File: src/rtl/vpic_pkg.sv
package vpic_pkg;

  typedef enum logic [1:0] {
    TRG_HIGH = 2'd0,
    TRG_RISE = 2'd1,
    TRG_LOW  = 2'd2,
    TRG_FALL = 2'd3
  } trig_e;

  // mode word field positions
  localparam int MODE_PRIO_LSB = 0;
  localparam int MODE_TRIG_LSB = 3;

  // global register offsets above the vector region
  localparam int OFS_ACK     = 0;
  localparam int OFS_ENSET   = 1;
  localparam int OFS_ENCLR   = 2;
  localparam int OFS_MASK    = 3;
  localparam int OFS_EDGECLR = 4;
  localparam int OFS_SPUR    = 5;
  localparam int OFS_EOI     = 6;

endpackage

File: src/rtl/vpic_src_cond.sv
module vpic_src_cond
  import vpic_pkg::*;
#(
  parameter int N_SRC = 32
) (
  input  logic                  clk,
  input  logic                  rst,
  input  logic [N_SRC-1:0]      src_in,
  input  logic [N_SRC-1:0][1:0] trig,
  input  logic [N_SRC-1:0]      edge_clr,
  output logic [N_SRC-1:0]      active
);

  for (genvar i = 0; i < N_SRC; i++) begin : g_src
    logic s1_q, s2_q, s3_q, lat_q;
    logic set_edge;

    assign set_edge = ((trig[i] == TRG_RISE) &&  s2_q && !s3_q) ||
                      ((trig[i] == TRG_FALL) && !s2_q &&  s3_q);

    always_ff @(posedge clk) begin
      if (rst) begin
        s1_q  <= 1'b0;
        s2_q  <= 1'b0;
        s3_q  <= 1'b0;
        lat_q <= 1'b0;
      end else begin
        s1_q  <= src_in[i];
        s2_q  <= s1_q;
        s3_q  <= s2_q;
        lat_q <= (lat_q && !edge_clr[i]) || set_edge;
      end
    end

    always_comb begin
      unique case (trig[i])
        TRG_HIGH: active[i] = s2_q;
        TRG_LOW:  active[i] = !s2_q;
        default:  active[i] = lat_q;
      endcase
    end

    assert_edge_clear_R6: assert property (@(posedge clk) disable iff (rst)
      (edge_clr[i] && !set_edge) |=> !lat_q);
  end

endmodule

File: src/rtl/vpic_arbiter.sv
module vpic_arbiter #(
  parameter int N_SRC  = 32,
  parameter int PRIO_W = 3,
  localparam int IDX_W = $clog2(N_SRC)
) (
  input  logic                       clk,
  input  logic                       rst,
  input  logic [N_SRC-1:0]           req,
  input  logic [N_SRC-1:0][PRIO_W-1:0] prio,
  output logic                       any,
  output logic [IDX_W-1:0]           win_idx,
  output logic [PRIO_W-1:0]          win_prio
);

  always_comb begin
    any      = 1'b0;
    win_idx  = '0;
    win_prio = '0;
    for (int i = 0; i < N_SRC; i++) begin
      if (req[i] && (!any || prio[i] > win_prio)) begin
        any      = 1'b1;
        win_idx  = IDX_W'(i);
        win_prio = prio[i];
      end
    end
  end

  assert_winner_requests_R7: assert property (@(posedge clk) disable iff (rst)
    any |-> req[win_idx]);

  assert_none_means_idle_R7: assert property (@(posedge clk) disable iff (rst)
    !any |-> (req == '0));

endmodule

File: src/rtl/vpic_nest_stack.sv
module vpic_nest_stack #(
  parameter int DEPTH  = 8,
  parameter int PRIO_W = 3,
  localparam int PTR_W = $clog2(DEPTH),
  localparam int CNT_W = $clog2(DEPTH + 1)
) (
  input  logic              clk,
  input  logic              rst,
  input  logic              push,
  input  logic [PRIO_W-1:0] push_prio,
  input  logic              pop,
  output logic              top_valid,
  output logic [PRIO_W-1:0] top_prio
);

  logic [DEPTH-1:0][PRIO_W-1:0] stk_q;
  logic [CNT_W-1:0]             cnt_q;
  logic [CNT_W-1:0]             cnt_popped;

  assign cnt_popped = (pop && cnt_q != '0) ? cnt_q - CNT_W'(1) : cnt_q;
  assign top_valid  = (cnt_q != '0);
  assign top_prio   = top_valid ? stk_q[PTR_W'(cnt_q - CNT_W'(1))] : '0;

  always_ff @(posedge clk) begin
    if (rst) begin
      cnt_q <= '0;
      stk_q <= '0;
    end else begin
      if (push) stk_q[PTR_W'(cnt_popped)] <= push_prio;
      cnt_q <= cnt_popped + CNT_W'(push);
    end
  end

  assert_no_push_when_full_R10: assert property (@(posedge clk) disable iff (rst)
    (push && !pop) |-> (cnt_q < CNT_W'(DEPTH)));

  assert_pop_drops_one_R11: assert property (@(posedge clk) disable iff (rst)
    (pop && !push && cnt_q != '0) |=> (cnt_q == $past(cnt_q) - CNT_W'(1)));

  assert_pop_empty_holds_R11: assert property (@(posedge clk) disable iff (rst)
    (pop && !push && cnt_q == '0) |=> (cnt_q == '0));

endmodule

File: src/rtl/vpic.sv
module vpic
  import vpic_pkg::*;
#(
  parameter int N_SRC     = 32,
  parameter int PRIO_W    = 3,
  parameter int NEST      = 8,
  parameter int EXT_FIRST = 25,
  parameter int ADDR_W    = 8,
  parameter int DATA_W    = 32
) (
  input  logic              clk,
  input  logic              rst,
  input  logic [N_SRC-1:0]  src_in,
  input  logic [ADDR_W-1:0] bus_addr,
  input  logic              bus_we,
  input  logic              bus_re,
  input  logic [DATA_W-1:0] bus_wdata,
  output logic [DATA_W-1:0] bus_rdata,
  output logic              irq
);

  localparam int IDX_W    = $clog2(N_SRC);
  localparam int VEC_BASE = N_SRC;
  localparam int GBL_BASE = 2 * N_SRC;

  // ---------------- address decode ----------------
  logic             in_mode, in_vec;
  logic [IDX_W-1:0] a_idx;
  logic             hit_ack, hit_set, hit_clr, hit_mask, hit_eclr, hit_spur, hit_eoi;

  assign in_mode  = bus_addr < ADDR_W'(VEC_BASE);
  assign in_vec   = (bus_addr >= ADDR_W'(VEC_BASE)) && (bus_addr < ADDR_W'(GBL_BASE));
  assign a_idx    = bus_addr[IDX_W-1:0];
  assign hit_ack  = bus_addr == ADDR_W'(GBL_BASE + OFS_ACK);
  assign hit_set  = bus_addr == ADDR_W'(GBL_BASE + OFS_ENSET);
  assign hit_clr  = bus_addr == ADDR_W'(GBL_BASE + OFS_ENCLR);
  assign hit_mask = bus_addr == ADDR_W'(GBL_BASE + OFS_MASK);
  assign hit_eclr = bus_addr == ADDR_W'(GBL_BASE + OFS_EDGECLR);
  assign hit_spur = bus_addr == ADDR_W'(GBL_BASE + OFS_SPUR);
  assign hit_eoi  = bus_addr == ADDR_W'(GBL_BASE + OFS_EOI);

  logic [PRIO_W-1:0] w_prio;
  logic [1:0]        w_trig;
  assign w_prio = bus_wdata[MODE_PRIO_LSB +: PRIO_W];
  assign w_trig = bus_wdata[MODE_TRIG_LSB +: 2];

  // ---------------- state ----------------
  logic [N_SRC-1:0]              en_q;
  logic [N_SRC-1:0][PRIO_W-1:0]  prio_q;
  logic [N_SRC-1:0][1:0]         trig_q;
  logic [DATA_W-1:0]             spur_q;
  logic [DATA_W-1:0]             vec_mem [N_SRC];

  logic [N_SRC-1:0] active, elig, edge_clr;
  logic             cand_any;
  logic [IDX_W-1:0] win_idx;
  logic [PRIO_W-1:0] win_prio;
  logic             top_valid;
  logic [PRIO_W-1:0] top_prio;
  logic             ack_fire, ack_hit, eoi_fire;

  assign ack_fire = bus_re && hit_ack;
  assign ack_hit  = ack_fire && cand_any;
  assign eoi_fire = bus_we && hit_eoi;

  // ---------------- per-source mode words ----------------
  for (genvar i = 0; i < N_SRC; i++) begin : g_mode
    localparam bit ALL_TRIG = (i == 0) || (i >= EXT_FIRST);
    logic wr_ok;

    assign wr_ok = bus_we && in_mode && (a_idx == IDX_W'(i)) &&
                   (ALL_TRIG || !w_trig[1]);

    always_ff @(posedge clk) begin
      if (rst) begin
        prio_q[i] <= '0;
        trig_q[i] <= TRG_LOW;
      end else if (wr_ok) begin
        prio_q[i] <= w_prio;
        trig_q[i] <= w_trig;
      end
    end

    assign elig[i]     = en_q[i] && active[i] && (!top_valid || prio_q[i] > top_prio);
    assign edge_clr[i] = (bus_we && hit_eclr && bus_wdata[i]) ||
                         (ack_hit && win_idx == IDX_W'(i));

    if (!ALL_TRIG) begin : g_chk
      assert_illegal_mode_ignored_R3: assert property (@(posedge clk) disable iff (rst)
        (bus_we && in_mode && a_idx == IDX_W'(i) && w_trig[1]) |=> $stable(trig_q[i]));
    end
  end

  // ---------------- enables and spurious vector ----------------
  always_ff @(posedge clk) begin
    if (rst) begin
      en_q   <= '0;
      spur_q <= '0;
    end else if (bus_we) begin
      if (hit_set)  en_q   <= en_q | bus_wdata[N_SRC-1:0];
      if (hit_clr)  en_q   <= en_q & ~bus_wdata[N_SRC-1:0];
      if (hit_spur) spur_q <= bus_wdata;
    end
  end

  // ---------------- submodules ----------------
  vpic_src_cond #(.N_SRC(N_SRC)) u_cond (
    .clk(clk), .rst(rst), .src_in(src_in), .trig(trig_q),
    .edge_clr(edge_clr), .active(active)
  );

  vpic_arbiter #(.N_SRC(N_SRC), .PRIO_W(PRIO_W)) u_arb (
    .clk(clk), .rst(rst), .req(elig), .prio(prio_q),
    .any(cand_any), .win_idx(win_idx), .win_prio(win_prio)
  );

  vpic_nest_stack #(.DEPTH(NEST), .PRIO_W(PRIO_W)) u_stack (
    .clk(clk), .rst(rst), .push(ack_hit), .push_prio(win_prio), .pop(eoi_fire),
    .top_valid(top_valid), .top_prio(top_prio)
  );

  // ---------------- vector memory (single read port) ----------------
  logic [IDX_W-1:0]  mem_ridx;
  logic [DATA_W-1:0] mem_q, reg_q;
  logic              sel_mem_q;

  assign mem_ridx = ack_fire ? win_idx : a_idx;

  always_ff @(posedge clk) begin
    if (bus_we && in_vec) vec_mem[a_idx] <= bus_wdata;
  end

  always_ff @(posedge clk) begin
    if (bus_re) mem_q <= vec_mem[mem_ridx];
  end

  // ---------------- read data and request ----------------
  always_ff @(posedge clk) begin
    if (rst) begin
      reg_q     <= '0;
      sel_mem_q <= 1'b0;
    end else if (bus_re) begin
      sel_mem_q <= in_vec || ack_hit;
      if (in_mode)       reg_q <= DATA_W'({trig_q[a_idx], prio_q[a_idx]});
      else if (hit_ack)  reg_q <= spur_q;
      else if (hit_mask) reg_q <= DATA_W'(en_q);
      else if (hit_spur) reg_q <= spur_q;
      else               reg_q <= '0;
    end
  end

  assign bus_rdata = sel_mem_q ? mem_q : reg_q;

  always_ff @(posedge clk) begin
    if (rst) irq <= 1'b0;
    else     irq <= cand_any && !ack_fire;
  end

  logic unused_bits;
  assign unused_bits = ^{bus_wdata[DATA_W-1:MODE_TRIG_LSB+2], bus_addr};

  // ---------------- assertions ----------------
  assert_irq_low_after_ack_R8: assert property (@(posedge clk) disable iff (rst)
    ack_hit |=> !irq);

  assert_spurious_read_R9: assert property (@(posedge clk) disable iff (rst)
    (ack_fire && !cand_any) |=> (bus_rdata == $past(spur_q)));

  assert_enable_set_R2: assert property (@(posedge clk) disable iff (rst)
    (bus_we && hit_set) |=> ((en_q & $past(bus_wdata[N_SRC-1:0])) == $past(bus_wdata[N_SRC-1:0])));

  assert_enable_clear_R2: assert property (@(posedge clk) disable iff (rst)
    (bus_we && hit_clr) |=> ((en_q & $past(bus_wdata[N_SRC-1:0])) == '0));

  assert_irq_follows_cand_R12: assert property (@(posedge clk) disable iff (rst)
    (cand_any && !ack_fire) |=> irq);

endmodule

File: config.mk
export PLATFORM = sky130hd
export DESIGN_NAME = vpic
export DESIGN_NICKNAME = d
export VERILOG_FILES = /design/src/rtl/vpic_pkg.sv /design/src/rtl/vpic_src_cond.sv /design/src/rtl/vpic_arbiter.sv /design/src/rtl/vpic_nest_stack.sv /design/src/rtl/vpic.sv
export SDC_FILE = /design/constraint.sdc
export NUM_CORES = 2
export LEC_CHECK = 0
export BUFFER_PORTS_ARGS = -buffer_cell sky130_fd_sc_hd__clkbuf_2
export CORE_ASPECT_RATIO = 0.5
export CORE_UTILIZATION = 30
export CTS_CLUSTER_SIZE = 20
export DETAILED_ROUTE_END_ITERATION = 6
export HOLD_SLACK_MARGIN = 0.08
export PLACE_DENSITY = 0.42
export SYNTH_ARGS = -nofsm -noshare
export SYNTH_HDL_FRONTEND = slang
export SYNTH_HIERARCHICAL = 1
export SYNTH_SLANG_ARGS = --single-unit
File: constraint.sdc
create_clock -name clk -period 49.6 [get_ports clk]
set_input_delay 7.44 -clock clk [delete_from_list [all_inputs] [get_ports clk]]
set_output_delay 7.44 -clock clk [all_outputs]
set_load 0.02 [all_outputs]
== After elaboration in Yosys (flattened, before gate mapping) ==
Memory sizes are Yosys's and may differ from the RTL's. A register that Yosys moved wholly into a read port is not among the register bits.
Index checks and enable logic that the tools add are counted.

* Flip-flop bits (word level): 414
* RAM bits: 1024
* Input bits: 76
* Output and inout bits: 33
* Logic and storage cells: 1308
* Memories kept: 1

* $add $sub $neg: 2
* Order comparisons: 70
* Eq/ne operators: 165
* Multiplexer cells: 148
* Bitwise operators: 3
* Reduce and logical (&&, ||, !) cells: 713

{| class="wikitable"
|+ Memories
! name !! depth !! bits a word !! read ports !! clocked after Yosys merged registers in !! wr ports !! line !! source
|-
| vec_mem || 32 || 32 || 1 || 1 || 1 || vpic.sv:52 || <nowiki>logic [DATA_W-1:0] vec_mem [N_SRC];</nowiki>
|}

{| class="wikitable"
|+ Operator list
! kind !! count
|-
| logical AND 1 bit || 385
|-
| two-way mux 32 bit || 7
|-
| greater-than comparator 3 bit || 63
|-
| == test 5 bit (second input constant) || 32
|-
| logical OR 1 bit || 160
|-
| zero test 1 bit || 130
|-
| == test 2 bit (second input constant) || 64
|-
| two-way mux 3 bit || 40
|-
| two-way mux 5 bit || 17
|-
| == test 5 x 4 -> 1 bit (second input constant) || 16
|-
| == test 2 x 1 -> 1 bit (second input constant) || 32
|-
| zero test 2 bit || 32
|-
| case mux 1 bit (2 select lines) || 32
|-
| == test 8 x 7 -> 1 bit (second input constant) || 7
|-
| == test 5 x 3 -> 1 bit (second input constant) || 8
|-
| two-way mux 4 bit || 9
|-
| two-way mux 1 bit || 35
|-
| bitwise AND 32 bit || 1
|-
| NOT 32 bit || 1
|-
| OR 32 bit || 1
|-
| bitwise mux 24 bit || 1
|-
| == test 5 x 2 -> 1 bit (second input constant) || 4
|-
| binary-select mux 3 bit (select 5 bit) || 1
|-
| binary-select mux 2 bit (select 5 bit) || 1
|-
| other kinds (16) || 22
|}

== Longest topological paths before layout ==
* Depth in word-level cells: 138
* Mapped depth: 279
* Gate-level depth less buffers: 271

== By module ==
Netlist, hierarchy kept.

{| class="wikitable"
|+ Modules (own cells, without submodules)
! module !! instances !! cells each !! area each (um2) !! sequential area each (um2)
|-
| vpic || 1 || 4429 || 54232.0 || 36875.4
|-
| vpic_src_cond || 1 || 462 || 4862.2 || 2562.5
|-
| vpic_arbiter || 1 || 705 || 4847.1 || 0.0
|-
| vpic_nest_stack || 1 || 161 || 1626.6 || 560.5
|}

== Least setup slack after synthesis ==
OpenSTA, ideal clock, no wires.

* Path type: flip-flop to flip-flop
* Start point: reg u_stack.cnt_q[0]
* End point: reg mem_q[2] (read register of vec_mem), data pin
* Library setup time: 0.170 ns
* Arrival: 47.598 ns
* Data required time: 49.430 ns
* Setup slack: 1.832 ns
* Stages on the path, launching flop included: 249
* Buffers on the path: 8
* Period minus slack after synthesis: 47.768 ns
* Cells stage by stage: dfxtp_1 -> buf_2 -> inv_1 -> ha_1 -> buf_1 -> mux4_2 -> mux2i_1 -> nor2_1 -> ha_1 -> nand3_1 -> o21ai_0 -> a21oi_1 -> buf_6 -> nand2_1 -> ha_1 -> and3b_1 -> o21a_2 -> a21oi_1 -> (+213 left out) -> o21ai_0 -> o2bb2a_2 -> ha_1 -> a21o_1 -> a21oi_1 -> a31oi_1 -> o21ai_0 -> o21ai_0 -> a31o_2 -> nand2_1 -> o31a_1 -> clkbuf_1 -> clkbuf_1 -> clkbuf_1 -> a21oi_1 -> a22oi_1 -> o22ai_1 -> nor4_2

* Word-level cells in the longest chain between the ends: 133
* Elaborated cells on any way between the ends: 320
* Those cells by class: 1 x add/sub; 63 x order compare; 97 x mux; 159 x reduce/logical

{| class="wikitable"
|+ RTL lines
! what !! line !! source
|-
| start, declared || vpic_nest_stack.sv:17 || <nowiki>logic [CNT_W-1:0] cnt_q;</nowiki>
|-
| start signal, assigned || vpic_nest_stack.sv:30 || <nowiki>cnt_q <= cnt_popped + CNT_W'(push);</nowiki>
|-
| subtractor 4 x 1 -> 4 bit || - ||
|-
| binary-select mux 3 bit (select 3 bit) || vpic_nest_stack.sv:22 || <nowiki>assign top_prio = top_valid ? stk_q[PTR_W'(cnt_q - CNT_W'(1))] : '0;</nowiki>
|-
| two-way mux 3 bit (implied by the code) || vpic_nest_stack.sv:22 ||
|-
| two-way mux 3 bit (*) || vpic_nest_stack.sv:22 ||
|-
| net top_prio[0] || vpic.sv:59 || <nowiki>logic [PRIO_W-1:0] top_prio;</nowiki>
|-
| greater-than comparator 3 bit (*) || vpic.sv:84 || <nowiki>assign elig[i] = en_q[i] && active[i] && (!top_valid || prio_q[i] > top_prio);</nowiki>
|-
| logical OR 1 bit (*) || vpic.sv:84 ||
|-
| logical AND 1 bit (*) || vpic.sv:84 ||
|-
| net elig[0] || vpic.sv:54 || <nowiki>logic [N_SRC-1:0] active, elig, edge_clr;</nowiki>
|-
| (+119 left out) || - ||
|-
| logical AND 1 bit || vpic_arbiter.sv:20 || <nowiki>if (req[i] && (!any || prio[i] > win_prio)) begin</nowiki>
|-
| two-way mux 3 bit or two-way mux 1 bit (tied branches) || vpic_arbiter.sv:20 ||
|-
| greater-than comparator 3 bit or zero test 1 bit (tied branches) || vpic_arbiter.sv:20 ||
|-
| logical OR 1 bit || vpic_arbiter.sv:20 ||
|-
| logical AND 1 bit || vpic_arbiter.sv:20 ||
|-
| two-way mux 5 bit (*) || vpic_arbiter.sv:20 ||
|-
| net win_idx[0] || vpic.sv:56 || <nowiki>logic [IDX_W-1:0] win_idx;</nowiki>
|-
| two-way mux 5 bit (*) || vpic.sv:127 || <nowiki>assign mem_ridx = ack_fire ? win_idx : a_idx;</nowiki>
|-
| end, declared || vpic.sv:124 || <nowiki>logic [DATA_W-1:0] mem_q, reg_q;</nowiki>
|}

The timed path passes the listed nets; every way through them passes the cells marked *. The select of a mux whose other input is x is not followed.
A chain may end at the register's enable or synchronous reset.

== Final worst setup path ==
* Start point: reg u_stack.cnt_q[1]
* End point: reg mem_q[9] (read register of vec_mem), data pin

The elaborated chain is that of the path after synthesis.

==> run summary <==
Leakage: 0.0258 uW
Synth top cells by count: edfxtp_1 (1056), nand2_1 (990), a21oi_1 (708), dfxtp_1 (414), clkbuf_1 (251)
Worst setup path start: u_stack/cnt_q[1]$_SDFF_PP0_
Clock root buffer master: clkbuf_16
Rel. slew slack: 12.7%
Hold path start: u_cond/g_src[26].s1_q$_SDFF_PP0_
Pwr Density: 34.0 nW/um^2
CP max-delay cell: nor4_4
Final core utilization: 35.8%
Largest net degree at the start of global routing: 182
Syn_nets: 6000
Vias in the first global route: 47400
CTS buffer count: 156
First DRT Iteration DRCs: 6007
Main flop type after synthesis: edfxtp_1
Critical Path Source Type: register
CP peak stage delay: 0.43 ns
R2R Setup Slk: 2.28 ns
First-pass GRT wire length: 359 mm
Hold Path Class: register to register
Max-Cap Viols: 0
GRT overflow: 0
Final Skew: 0.0854 ns
Critical Path AT: 47.89 ns
Status: complete, but fails checks
Final min period: 47.32 ns
Most common cell in the synthesized netlist: edfxtp_1
Worst r2r src: u_stack/cnt_q[1]$_SDFF_PP0_
CTS tree: done
Core area: 216000 um^2
Clk_lat worst skew: 0.83 ns
Cell mode on critical path: ha_1
Cell variety after synth: 113
Tot GR Track Use: 22.5%
Syn_area_per_cell: 11.4 um^2
Die Width: 663 um
Tcrit/Tclk final: 95.4%
Sink Count: 1470
Initial Utilization: 30.4%
Initial antenna violation count: 28
Sequential-to-total area share from yosys stat: 61.0%
Bufs on Longest Clock Path: 4
WL/cell: 29.8 um
Maximum clock frequency: 0.0211 GHz
Post-route antenna net violation count: 0
Hpwl dp: 149 mm
R2R Path End: mem_q[9]$_DFFE_PP_
Top post-synthesis cells by area: edfxtp_1 (48%), dfxtp_1 (13%), nand2_1 (5.7%)
Final WL: 266 mm
Post-Syn Instances: 5757
DRC viols: 34
Post-synth EDFFs: 1056
Vias: 50500
Die height: 333 um
Hold WS: 0.427 ns
Clock-pin slew on the worst setup and hold paths: 0.06 ns
# rows: 120
Max FO, Critical Path: 16
Crit path capture: mem_q[9]$_DFFE_PP_
Synth warn: 6
Final slew viol count: 0
Final setup vio count: 0
GPL Wtd Cong: 0.880
Worst path required time: 50.17 ns
Peak supply drop: 0.0308 mV
Final Hold Vio Count: 0
Die area: 221000 um^2
I/O Pins: 109
Failing checks: design-rule violations
Crit Path Class: register to register
Final nets: 6191
Worst slew pin tran: 1.31 ns
Mapped Area: 65600 um^2
IO buf count: 108
CTS H-tree lvls: 4
DRT Pass-1 Iters: 7
Vias/cell: 5.65
Cts hold-fix bufs: 0
Worst R2R Path Depth: 248
Yosys top cell area share: 48.4%
CP endpoint kind: register
Synth area leader: edfxtp_1
Share of layout cells above drive strength 1: 15.1%
Seq cells post-synth: 1470
Post-synth ARST share: 0%
Area growth from synthesis to layout: 17.7%
==> critical path: cells and delay by family, from the launching register on <==
kind / cells / cell delay (ns)
fa+ha+maj: 37 / 10.66
flops: 1 / 0.38
mux: 10 / 2.96
compound gates: 121 / 21.59
simple gates: 59 / 8.66
buf+inv: 21 / 2.77
==> worst min-delay path by stage <==
stage                                             endpoint  slack (ns)  cells after the start
after floorplan            u_cond/g_src[0].s2_q$_SDFF_PP0_        0.41                      1
after global placement    u_cond/g_src[29].s2_q$_SDFF_PP0_        0.43                      1
after detailed placement  u_cond/g_src[28].s2_q$_SDFF_PP0_        0.43                      1
after CTS                 u_cond/g_src[20].s2_q$_SDFF_PP0_        0.44                      1
after global routing      u_cond/g_src[26].s2_q$_SDFF_PP0_        0.45                      1
final                     u_cond/g_src[26].s2_q$_SDFF_PP0_        0.43                      1
==> final cells by class <==
class,count,area [um^2]
well taps,2867,3590
fillers,21100,138000
inverters,119,447
repair buffers,394,3770
flip-flops and latches,1470,40000
multi-input cells,3807,24700
diodes,7,17.5
clock inverters,64,479
clock buffers,202,4170
==> what timing repair did <==
item,4_1_cts,5_1_grt
pin swaps,16,48
buffers inserted,33,50
gates resized for setup,60,161
endpoints found under the setup margin,80,88
gates cloned,13,18
==> sequential cells by signal, summed over array words and instances, names as in the netlist, named ones only <==
| register | count |
|---|---|
| trig_q | 64 |
| u_cond/g_src.lat_q | 32 |
| u_cond/g_src.s2_q | 32 |
| prio_q | 96 |
| vec_mem | 1024 |
| irq | 1 |
| mem_q | 32 |
| spur_q | 32 |
| u_stack/stk_q | 24 |
| u_cond/g_src.s1_q | 32 |
| reg_q | 32 |
| sel_mem_q | 1 |
| u_cond/g_src.s3_q | 32 |
| u_stack/cnt_q | 4 |
==> placed cells by master (no fill, tap or decap), types with 34 or more instances in the layout <==
cell type  count
a211oi_1      37
a21oi_1      679
a22oi_1      159
a31oi_1       45
a32oi_1      126
buf_4        218
clkbuf_1      39
clkbuf_16    174
clkbuf_2     105
clkinv_1      34
dfxtp_1      412
edfxtp_1    1056
ha_1         164
inv_1        117
mux2_2        39
mux2i_1       61
mux4_2        52
nand2_1      981
nand2b_1      88
nand3_1       66
nand4bb_1     35
nor2_1       175
nor2_4        35
nor2b_1      162
o21a_1        47
o21ai_0      223
o22ai_1      127
==> metrics by stage <==
stage	cells	setup WS (ns)	instance area [um^2]	setup TNS, ns	power [uW]
global placement	8544	-1.08	70000	-18.17	1500
CTS	8856	-0.00271	75700	-0.00271	2630
floorplan	5757	1.83	65600	0	1430
global route	8923	-0.433	77200	-16.14	2700
detailed placement	8544	-2.56	70000	-95.78	1500
finish	8930	2.28	77200	0	2620
==> power by group <==
part           switching, uW  total [uW]  internal [uW]
Clock                    496        1120            626
Combinational            118         169           51.7
Sequential              9.18        1330           1320
==> metal layers <==
layer  wire length [um]  GRT usage (%)
met4               7980           6.72
met2             118000           35.0
met1             120000           32.3
met5                 13              0
met3              19700           3.52
==> cell families after synthesis <==
group | share of synthesized area (%)
XOR/XNOR | 0.452
AO/OA/AOI/OAI | 16.3
AND/OR/NAND/NOR | 12.4
multiplexers | 3.51
adder cells (fa/ha/maj) | 3.25
buffers and inverters | 3.01
flip-flops | 61.0
No activity file was read; power rests on OpenSTA's default activity.
